## config.mk

```make
export PLATFORM = sky130hd
export DESIGN_NAME = serial_bank_regs
export DESIGN_NICKNAME = d
export VERILOG_FILES = /design/src/rtl/serial_bank_pkg.sv /design/src/rtl/serial_shift_loader.sv /design/src/rtl/serial_bank_file.sv /design/src/rtl/serial_bank_regs.sv
export SDC_FILE = /design/constraint.sdc
export NUM_CORES = 1
export LEC_CHECK = 0
export ABC_AREA = 1
export BUFFER_PORTS_ARGS = -buffer_cell sky130_fd_sc_hd__buf_2
export CAP_MARGIN = 20
export CORE_ASPECT_RATIO = 1.25
export CORE_UTILIZATION = 40
export CTS_CLUSTER_DIAMETER = 100
export CTS_CLUSTER_SIZE = 16
export DETAILED_ROUTE_END_ITERATION = 12
export HOLD_SLACK_MARGIN = 0.12
export PLACE_DENSITY = 0.7
export SLEW_MARGIN = 20
export SYNTH_ARGS = -nofsm -noshare
export SYNTH_HDL_FRONTEND = slang
export SYNTH_SLANG_ARGS = --single-unit
```

## constraint.sdc

```tcl
create_clock -name clk_i -period 1.47 [get_ports clk_i]
set_input_delay 0.2205 -clock clk_i [delete_from_list [all_inputs] [get_ports clk_i]]
set_output_delay 0.2205 -clock clk_i [all_outputs]
set_load 0.05 [all_outputs]
```

## src/rtl/serial_bank_pkg.sv

```systemverilog
package serial_bank_pkg;
  localparam int unsigned ADDR_W = 16;
  localparam int unsigned DATA_W = 8;
  localparam int unsigned VAL_W  = 5;
  localparam int unsigned PRG_W  = 4;
  localparam int unsigned CNT_W  = $clog2(VAL_W);
  localparam logic [VAL_W-1:0] CTRL_RST   = 5'h0C;
  localparam logic [VAL_W-1:0] CTRL_FORCE = 5'h0C;

  typedef enum logic [1:0] {
    SEL_CTRL = 2'd0,
    SEL_CHR0 = 2'd1,
    SEL_CHR1 = 2'd2,
    SEL_PRG  = 2'd3
  } reg_sel_e;
endpackage

```

## src/rtl/serial_shift_loader.sv

```systemverilog
module serial_shift_loader
  import serial_bank_pkg::*;
#(
  parameter int unsigned W  = VAL_W,
  localparam int unsigned CW = (W > 1) ? $clog2(W) : 1
) (
  input  logic         clk_i,
  input  logic         rst_ni,
  input  logic         shift_i,
  input  logic         abort_i,
  input  logic         bit_i,
  output logic         commit_o,
  output logic [W-1:0] value_o
);
  logic [W-1:0]  acc_q;
  logic [CW-1:0] cnt_q;
  logic          last;

  assign last     = (cnt_q == CW'(W - 1));
  assign commit_o = shift_i & last;

  always_comb begin
    value_o = acc_q;
    for (int i = 0; i < W; i++)
      if (cnt_q == CW'(i)) value_o[i] = bit_i;
  end

  always_ff @(posedge clk_i or negedge rst_ni) begin
    if (!rst_ni) begin
      acc_q <= '0;
      cnt_q <= '0;
    end else if (abort_i || commit_o) begin
      acc_q <= '0;
      cnt_q <= '0;
    end else if (shift_i) begin
      acc_q <= value_o;
      cnt_q <= cnt_q + 1'b1;
    end
  end
endmodule

```

## src/rtl/serial_bank_file.sv

```systemverilog
module serial_bank_file
  import serial_bank_pkg::*;
(
  input  logic             clk_i,
  input  logic             rst_ni,
  input  logic             commit_i,
  input  logic [1:0]       sel_i,
  input  logic [VAL_W-1:0] value_i,
  input  logic             abort_i,
  output logic [VAL_W-1:0] ctrl_o,
  output logic [VAL_W-1:0] chr_o [2],
  output logic [PRG_W-1:0] prg_o
);
  reg_sel_e sel;
  assign sel = reg_sel_e'(sel_i);

  always_ff @(posedge clk_i or negedge rst_ni) begin
    if (!rst_ni)                             ctrl_o <= CTRL_RST;
    else if (abort_i)                        ctrl_o <= ctrl_o | CTRL_FORCE;
    else if (commit_i && sel == SEL_CTRL)    ctrl_o <= value_i;
  end

  for (genvar g = 0; g < 2; g++) begin : g_chr
    localparam reg_sel_e MY_SEL = (g == 0) ? SEL_CHR0 : SEL_CHR1;
    always_ff @(posedge clk_i or negedge rst_ni) begin
      if (!rst_ni)                          chr_o[g] <= '0;
      else if (commit_i && sel == MY_SEL)   chr_o[g] <= value_i;
    end
  end

  always_ff @(posedge clk_i or negedge rst_ni) begin
    if (!rst_ni)                            prg_o <= '0;
    else if (commit_i && sel == SEL_PRG)    prg_o <= value_i[PRG_W-1:0];
  end
endmodule

```

## src/rtl/serial_bank_regs.sv

```systemverilog
module serial_bank_regs
  import serial_bank_pkg::*;
(
  input  logic              clk_i,
  input  logic              rst_ni,
  input  logic              wr_en_i,
  input  logic [ADDR_W-1:0] addr_i,
  input  logic [DATA_W-1:0] data_i,
  output logic [VAL_W-1:0]  ctrl_o,
  output logic [VAL_W-1:0]  chr0_o,
  output logic [VAL_W-1:0]  chr1_o,
  output logic [PRG_W-1:0]  prg_o
);
  logic             hit, abort, shift, commit;
  logic [VAL_W-1:0] value;
  logic [VAL_W-1:0] chr [2];

  assign hit   = wr_en_i & addr_i[ADDR_W-1];
  assign abort = hit & data_i[DATA_W-1];
  assign shift = hit & ~data_i[DATA_W-1];

  serial_shift_loader #(.W(VAL_W)) u_loader (
    .clk_i, .rst_ni,
    .shift_i (shift),
    .abort_i (abort),
    .bit_i   (data_i[0]),
    .commit_o(commit),
    .value_o (value)
  );

  serial_bank_file u_file (
    .clk_i, .rst_ni,
    .commit_i(commit),
    .sel_i   (addr_i[ADDR_W-2:ADDR_W-3]),
    .value_i (value),
    .abort_i (abort),
    .ctrl_o  (ctrl_o),
    .chr_o   (chr),
    .prg_o   (prg_o)
  );

  assign chr0_o = chr[0];
  assign chr1_o = chr[1];
endmodule

```

Word-level counts from Yosys, hierarchy flattened
Index checks and enable logic that the tools add are counted.
{"block": "totals", "elab_cells": 42, "ff_bits": 27, "inputBits": 27, "output_inout_bits": 19}
{"block": "op_classes", "n_eq_ne": 7, "add_sub_neg": 1, "muxes": 11, "reduce_logical": 10, "bitwise": 6}
{"operator": "$mux 5", "count": 2}
{"operator": "$mux 4", "count": 2}
{"operator": "$eq 3x2->1 const B", "count": 2}
{"operator": "$mux 3", "count": 2}
{"operator": "$mux 1", "count": 5}
{"operator": "$and 1x1->1", "count": 4}
{"operator": "$eq 2x2->1 const B", "count": 2}
{"operator": "$logic_and 1x1->1", "count": 4}
{"operator": "$reduce_bool 2->1", "count": 2}
{"operator": "$add 3x1->3 const B", "count": 1}
{"operator": "$eq 3x1->1 const B", "count": 1}
{"operator": "$eq 3x3->1 const B", "count": 1}
{"operator": "$logic_not 3->1", "count": 1}
{"operator": "$eq 2x1->1 const B", "count": 1}
{"operator": "$logic_not 2->1", "count": 1}
{"operator": "$not 1->1", "count": 2}
{"operator": "$reduce_and 2->1", "count": 1}
{"operator": "$logic_or 1x1->1", "count": 1}

Longest topological paths before layout
Gate-level depths: netlist of the first run.
{"block": "logic_depth", "depth_word": 6, "depth_mapped": 7, "mapped_depth_nobuf": 7}

Hierarchy
From an unflattened synthesis of the first run, not the netlist that was laid out.
{"block": "hier_totals", "hier_cells": 145, "area_unflattened_um2": 1262.5}
{"mod": "serial_bank_file", "area_each_um2": 772.0, "cells_each": 78, "seq_area_each_um2": 478.0, "n_inst": 1}
{"mod": "serial_shift_loader", "area_each_um2": 475.5, "cells_each": 63, "seq_area_each_um2": 200.2, "n_inst": 1}
{"mod": "serial_bank_regs", "area_each_um2": 15.0, "cells_each": 4, "seq_area_each_um2": 0.0, "n_inst": 1}

Worst setup path before layout of the first run
OpenSTA, ideal clock, no wires.
{"block": "synth_path", "kind": "register to register", "startpoint": "register u_loader.cnt_q[0]", "endpoint": "register u_file.chr_o[3] (netlist name)", "required_time_ns": 1.348, "slack_ns": 0.127, "path_stages_with_launch": 8, "path_buffers": 0, "arrival_ns": 1.220, "period_less_slack_ns": 1.343, "setup_ns": 0.122, "cell_sequence": "dfrtp_1 inv_1 ha_1 nand2_2 nor2_8 nand2_1 nand2_1 o21ai_1"}
{"block": "synth_via", "elab_chain_cells": 3, "word_cells_on_any_way": 5, "classes_between": "eq/ne (2); mux (1); bitwise (1); reduce/logical (1)"}
{"item": "start, declared", "line": "serial_shift_loader.sv:16", "source": "logic [CW-1:0] cnt_q;"}
{"item": "start signal, assigned", "line": "serial_shift_loader.sv:37", "source": "cnt_q <= cnt_q + 1'b1;"}
{"item": "$eq 3x3->1", "line": "serial_shift_loader.sv:19", "source": "assign last = (cnt_q == CW'(W - 1));"}
{"item": "$and 1x1->1", "line": "serial_shift_loader.sv:20", "source": "assign commit_o = shift_i & last;"}
{"item": "$logic_and 1x1->1", "line": "serial_bank_file.sv:27", "source": "else if (commit_i && sel == MY_SEL) chr_o[g] <= value_i;"}
{"item": "end signal, assigned by index", "line": "serial_bank_file.sv:27"}
{"item": "end, declared", "line": "serial_bank_file.sv:11", "source": "output logic [VAL_W-1:0] chr_o [2],"}
Parallel ways exist; a longest one is shown, timed or not.
A chain may end at the register's enable or synchronous reset.

Final worst setup path of the first run
{"block": "layout_path", "startpoint": "register u_loader.cnt_q[1]", "endpoint": "register u_file.ctrl_o[2]"}
{"block": "layout_via", "elab_chain_cells": 4, "word_cells_on_any_way": 8, "classes_between": "eq/ne (2); mux (3); bitwise (1); reduce/logical (2)"}
{"item": "$eq 3x2->1 / $eq 3x3->1 (equally long branches)", "line": "serial_shift_loader.sv:25, serial_shift_loader.sv:19"}
{"item": "$mux 1 / $and 1x1->1 (equally long branches)", "line": "serial_shift_loader.sv:25, serial_shift_loader.sv:20"}
{"item": "$mux 4 / $logic_and 1x1->1 (equally long branches)", "line": "serial_bank_file.sv:20", "source": "else if (commit_i && sel == SEL_CTRL) ctrl_o <= value_i;"}
{"item": "$mux 4 / $reduce_bool 2->1 (equally long branches)"}
{"item": "end signal, assigned", "line": "serial_bank_file.sv:19", "source": "else if (abort_i) ctrl_o <= ctrl_o | CTRL_FORCE;"}
{"item": "end signal, assigned", "line": "serial_bank_file.sv:20"}
{"item": "end, declared", "line": "serial_bank_file.sv:10", "source": "output logic [VAL_W-1:0] ctrl_o,"}
Parallel ways exist; a longest one is shown, timed or not. The select of a mux whose other input is x is not followed.

==> impl_metrics.csv, run 1 <==
group,metric,value,unit
sta,tightest_slew,0.595,ns
global_route,grt_first_pass_wirelength,4.25,mm
setup_path,worstPathArrival,1.62,ns
clock_network,clkTransAtPathRegs,0.13,ns
setup_path,cp_common_cell,"nand3_1",
floorplanning,fp-row-count,22,
sta,slew_headroom,60.3,%
finish,fin_nets,216,
finish,stdcell_count,219,
pwr,peakVddDrop,0.668,mV
global_route,grt.total_usage,16.9,%
finish,multiInputGateArea,558,sq um
status,outcome,"finished clean",
clock_network,cts_max_level,1,
global_route,grt_start_max_net_pins,28,
clock_network,cts_tree,"built",
setup_path,cp_max_fo,7,
yosys,async_reset_ff_share,100,%
place,hpwl,1.96,mm
yosys,synth_top_cell_area_share,49.8,%
global_route,grt_pass1_vias,1037,
detailed_routing,vias_per_cell,4.94,
place,placedInstanceArea,1470,sq um
floorplanning,ioPinCount,46,
pwr,p_per_area,1210,nW/um^2
sta,fmax,738,MHz
yosys,synth.most_common_cell,"nand2_1",
yosys,ys_seq_area_share,53.9,%
sta,fin_crit_sh,92.2,%
place,gp_congestion,0.803,
floorplanning,start_util,42.3,%
flow_run,cap_violations,0,
sta,fin_worst_skew,0.00157,ns
clock_network,post_cts_buffers,0,
detailed_routing,detail_route.first_pass.iterations,4,
yosys,synth-main-ff-cell,"dfrtp_1",
place,port_buffers,26,
setup_path,endpoint_kind,"flip-flop",
yosys,syn-num-nets,179,
yosys,ys_top_cells_by_area,"dfrtp_1, nand2_1, nand3_1",
global_route,grt_antenna_before_repair,0,
setup_path,worstSetupStartpointType,"flip-flop",
sta,setup_violations,0,
clock_network,clock_path_buffers,2,
yosys,syn_area,1260,sq um
global_route,overflow,0,
yosys,synth_edf_count,0,
setup_path,cp_cell_sequence,"inv_1 > ha_4 > nand2_4 > nor2_8 > buf_4 > nand3_1 > nand3_1",
floorplanning,die_y,64.7,um
finish,fin_area,1540,sq um
yosys,syn_inst,147,
floorplanning,fp.dieW,52.2,um
setup_path,worst_path_largest_cell_delay,0.42,ns
setup_path,cp.required,1.73,ns
floorplanning,coreArea,2970,sq um
sta,rsz0062_at_grt,"no",
place,dp_cells,214,
sta,slew_violations,0,
sta,setup_slack,0.115,ns
place,place_ws,0.0193,ns
pwr,p_leak,0.910,nW
yosys,synth_seq_cells,27,
sta,tns,0,ns
worst_hold_path,min_path_type,"primary input to flip-flop",
sta,hold_viol_final,0,
clock_network,cts_root_buf,"clkbuf_4",
clock_network,clock_latency,0.31,ns
yosys,postSynthAreaPerCell,8.55,sq um
finish,drive_above_1_share,28.4,%
setup_path,crit_slowest_cell,"dfrtp_1",
yosys,ys_types,16,
clock_network,clock_sinks,27,
sta,finalCriticalPeriod,1.36,ns
detailed_routing,drt_iter0_drc,24,
finish,diodes,0,
clock_network,cts_buffers,3,
yosys,yosysTopAreaCell,"dfrtp_1",
yosys,ys_top_cells_by_count,"nand2_1, dfrtp_1, nand3_1, inv_1, o21ai_1",
detailed_routing,drc_errors,0,
finish,register_area,678,sq um
detailed_routing,wire_per_inst,11.8,um
detailed_routing,ant_nets,0,
detailed_routing,routed_wl,2.59,mm
finish,area_delta_synth_final,22.6,%
yosys,yosysWarnings,0,
setup_path,crit_type,"flip-flop to flip-flop",
detailed_routing,dr_total_vias,1082,
finish,final_util,51.9,%
floorplanning,dieArea,3370,sq um
finish,fillers,282,
[layout make-up]
type | instances | area share, %
Tap cell | 36 | 2.92
Clock buffer | 4 | 1.70
Multi-Input combinational cell | 106 | 36.2
Inverter | 13 | 3.17
Sequential cell | 27 | 44.0
Timing Repair Buffer | 33 | 12.0
[where the power goes]
group | total [mW] | switching [mW] | leakage, nW | internal (mW)
Clock | 0.306 | 0.200 | 0.0150 | 0.106
Sequential | 0.900 | 0.0577 | 0.363 | 0.842
Combinational | 0.657 | 0.462 | 0.532 | 0.195
Total | 1.86 | 0.720 | 0.910 | 1.14
[worst max-delay path: cells and delay by family, from the launching register on]
| kind | cells | cell delay, ns |
|---|---|---|
| fa+ha+maj | 1 | 0.16 |
| simple gates | 4 | 0.42 |
| flops | 1 | 0.42 |
| buf+inv | 2 | 0.30 |
[sequential cells by signal (all words and copies together) (netlist names)]
signal and cells:
u_file.chr_o 10, u_loader.acc_q 5, u_file.prg_o 4, u_file.ctrl_o 5, u_loader.cnt_q 3
[final timing paths]
| check | start | endpoint | slack, ns | depth (start not counted) |
|---|---|---|---|---|
| max | u_loader.cnt_q[1] | u_file.ctrl_o[2] | 0.11 | 7 |
| min | data_i[7] | u_file.ctrl_o[3] | 0.23 | 3 |
| max reg2reg | u_loader.cnt_q[1] | u_file.ctrl_o[2] | 0.11 | 7 |
| min reg2reg | u_file.prg_o[2] | u_file.prg_o[2] | 0.48 | 2 |
| max in group asynchronous | rst_ni | u_file.chr_o[5] | 0.66 | 2 |
| min in group asynchronous | rst_ni | u_file.chr_o[0] | 0.42 | 2 |
[per-stage QoR]
step | hold WS, ns | power, mW
2_1_floorplan | -0.0751 | 1.34
3_3_place_gp | 0.246 | 1.50
3_5_place_dp | 0.258 | 1.52
4_1_cts | 0.220 | 1.83
5_1_grt | 0.254 | 1.99
6_report | 0.226 | 1.86
[repair_timing]
action,4_1_cts,5_1_grt
gates resized for setup,1,11
pin swaps,0,1
gates cloned,0,0
hold endpoints to repair,25,0
endpoints found under the setup margin,1,24
hold buffers,1,0
[placed cells by master (no fill, tap or decap)]
cell	n
clkbuf_1	1
o21ai_2	3
buf_2	26
o22ai_1	2
nor2_8	1
nor2_1	5
nand3_2	2
inv_1	11
buf_4	6
a21oi_1	1
clkbuf_4	3
dfrtp_1	25
ha_1	4
o21ai_1	4
o21ai_0	1
inv_2	2
nand2_4	1
dlygate4sd3_1	1
nand2_2	5
nand3_1	22
ha_4	1
nand2_1	54
dfstp_2	2
[routing by layer]
| layer | wire length (um) | track usage, % | share of wire, % | vias to the layer above |
|---|---|---|---|---|
| li1 | - | - | - | 546 |
| met1 | 1130 | 18.7 | 44 | 503 |
| met2 | 1300 | 30.6 | 50 | 27 |
| met3 | 120 | 3.05 | 4.6 | 6 |
| met4 | 37 | 6.91 | 1.4 | 0 |
| met5 | 0 | 0 | 0 | - |
[kinds of logic after synthesis]
| family | share of synthesized area [%] |
|---|---|
| flip-flops | 53.9 |
| adder cells (fa/ha/maj) | 4.98 |
| buffers and inverters | 4.78 |
| AO/OA/AOI/OAI | 4.58 |
| AND/OR/NAND/NOR | 31.7 |
(Power assumes the default switching activity.)
==> inputs of run 2 (changes only) <==
--- a/config.mk
+++ b/config.mk
@@ -9,12 +9,12 @@
 export BUFFER_PORTS_ARGS = -buffer_cell sky130_fd_sc_hd__buf_2
 export CAP_MARGIN = 20
 export CORE_ASPECT_RATIO = 1.25
-export CORE_UTILIZATION = 40
+export CORE_UTILIZATION = 48
 export CTS_CLUSTER_DIAMETER = 100
 export CTS_CLUSTER_SIZE = 16
 export DETAILED_ROUTE_END_ITERATION = 12
 export HOLD_SLACK_MARGIN = 0.12
-export PLACE_DENSITY = 0.7
+export PLACE_DENSITY = 0.81
 export SLEW_MARGIN = 20
 export SYNTH_ARGS = -nofsm -noshare
 export SYNTH_HDL_FRONTEND = slang
==> run 2 against run 1 <==
Effect of this change:
- die area fell by 16%
- combinational power rose by 5.6%
- clock skew rose by 0.0082 ns
- worst setup slack got worse by 0.029 ns
- register-to-register slack got worse by 0.03 ns
- cell count rose by 0.46%
- via count rose by 3.9%
- non-clock buffer count rose by 4
- maximum frequency fell by 2.1%
==> impl_metrics.csv, run 2 (synthesis gave the netlist of run 1 again) <==
group,metric,value,unit
detailed_routing,wire_per_inst,12.6,um
detailed_routing,ant_nets,0,
pwr,p_leak,0.931,nW
sta,whs,0.212,ns
pwr,p_per_area,1220,nW/um^2
global_route,overflow,0,
detailed_routing,dr_total_vias,1124,
clock_network,clock_latency,0.32,ns
finish,mostFrequentLayoutCells,"nand2_1, buf_2, dfrtp_1, nand3_1, inv_1",
detailed_routing,vias_per_cell,5.11,
sta,tightest_slew,0.601,ns
sta,hold_viol_final,0,
worst_hold_path,worstHoldPathCells,3,
floorplanning,start_util,51.3,%
floorplanning,coreArea,2450,sq um
setup_path,worstPathArrival,1.66,ns
sta,fmax,722,MHz
sta,finalCriticalPeriod,1.38,ns
clock_network,clock_sinks,27,
setup_path,cp_max_fo,5,
setup_path,cp_cell_sequence,"inv_2 > buf_4 > ha_1 > nand2_1 > nand2_1 > nand2_1 > nand3_1 > nand3_1",
setup_path,r2r_cells,8,
sta,rsz0062_at_grt,"no",
worst_hold_path,min_path_type,"primary input to flip-flop",
finish,area_delta_synth_final,25.1,%
floorplanning,die_y,59.2,um
finish,top_register,"u_file.chr_o",
finish,diodes,0,
global_route,grt_start_max_net_pins,28,
setup_path,crit_cells,8,
finish,fin_nets,220,
detailed_routing,drt_iter0_drc,25,
setup_path,path_delay_family,"simple AND/OR/NAND/NOR gates",
place,hpwl,1.95,mm
finish,drive_above_1_share,28.9,%
pwr,peakVddDrop,1.02,mV
global_route,grt.total_usage,20.9,%
detailed_routing,detail_route.first_pass.iterations,4,
status,outcome,"finished clean",
floorplanning,dieArea,2830,sq um
setup_path,crit_type,"flip-flop to flip-flop",
global_route,grt_first_pass_wirelength,4.23,mm
clock_network,clkTransAtPathRegs,0.15,ns
place,port_buffers,26,
global_route,grt_antenna_before_repair,0,
sta,slew_headroom,59.9,%
sta,fin_crit_sh,94.2,%
sta,fin_worst_skew,0.00975,ns
flow_run,cap_violations,0,
setup_path,cp.required,1.74,ns
finish,final_common_cell,"nand2_1",
finish,fin_area,1570,sq um
floorplanning,ioPinCount,46,
setup_path,worst_path_largest_cell_delay,0.41,ns
sta,slew_violations,0,
place,gp_congestion,0.854,
clock_network,cts_buffers,3,
setup_path,cp_common_cell,"nand2_1",
clock_network,cts_max_level,1,
finish,reg.largest.list,"u_file.chr_o x10, u_file.ctrl_o x5, u_loader.acc_q x5",
global_route,grt_pass1_vias,942,
clock_network,cts_root_buf,"clkbuf_4",
setup_path,endpoint_kind,"flip-flop",
detailed_routing,drc_errors,0,
clock_network,clock_path_buffers,2,
floorplanning,fp.dieW,47.8,um
place,placedInstanceArea,1450,sq um
setup_path,cp_num_buf_inv,2,
setup_path,worstSetupStartpointType,"flip-flop",
finish,largest_reg_flops,10,
finish,fillers,225,
sta,setup_violations,0,
detailed_routing,routed_wl,2.78,mm
floorplanning,fp-row-count,20,
setup_path,crit_slowest_cell,"dfrtp_1",
clock_network,cts_tree,"built",
run 2: changes by cell type in the layout (fill, tap and decap cells not counted), sizes merged:
cell / previous run / this run
buf: 32 / 36
run 2: repair_timing:
| item | CTS | global route |
|---|---|---|
| hold endpoints to repair | 25 | 0 |
| pin swaps | 1 | 1 |
| resized for setup | 1 | 11 |
| setup buffers | 0 | 6 |
| endpoints found under the setup margin | 10 | 22 |
| hold buffers | 1 | 0 |
run 2: metrics by stage:
step | cells | setup TNS [ns] | total power, mW | worst slack, ns | utilization [%]
after floorplan | 147 | 0 | 1.34 | 0.127 | -
after global placement | 209 | 0 | 1.49 | 0.0590 | 59.0
after detailed placement | 209 | -0.00816 | 1.52 | -0.00816 | 59.0
after CTS | 214 | 0 | 1.83 | 0.00465 | 60.6
after global routing | 220 | 0 | 2.05 | 0.00152 | 64.1
final | 220 | 0 | 1.92 | 0.0853 | 64.1
run 2: layout make-up:
cell class                      instances  area [sq um]  area share [%]
Clock buffer                            4          26.3            1.67
Tap cell                               33          41.3            2.63
Timing Repair Buffer                   37           228            14.5
Sequential cell                        27           678            43.1
Multi-Input combinational cell        106           551            35.0
Inverter                               13          48.8            3.10
run 2: worst min-delay path, cell delays in order:
cell	delay [ns]
buf_2	0.11
nand2_1	0.12
nand3_1	0.09
run 2: metal layers:
metal  wire (um)  GRT usage, %
met1        1170          28.7
met2        1490          34.6
met3         112          2.74
met4          12          4.76
met5           0             0
run 2: final timing paths:
| kind | start | to | slack (ns) |
|---|---|---|---|
| min in group asynchronous | rst_ni | u_file.chr_o[0] | 0.42 |
| max reg2reg | u_loader.cnt_q[0] | u_file.ctrl_o[2] | 0.09 |
| max in group asynchronous | rst_ni | u_loader.cnt_q[1] | 0.65 |
| max | u_loader.cnt_q[0] | u_file.ctrl_o[2] | 0.09 |
| min reg2reg | u_file.prg_o[2] | u_file.prg_o[2] | 0.49 |
| min | data_i[7] | u_file.ctrl_o[3] | 0.21 |
run 2: power by group:
group	leakage, nW	switching [mW]	total [mW]	internal [mW]
Sequential	0.363	0.0617	0.904	0.842
Combinational	0.553	0.483	0.694	0.211
Clock	0.0150	0.216	0.322	0.106
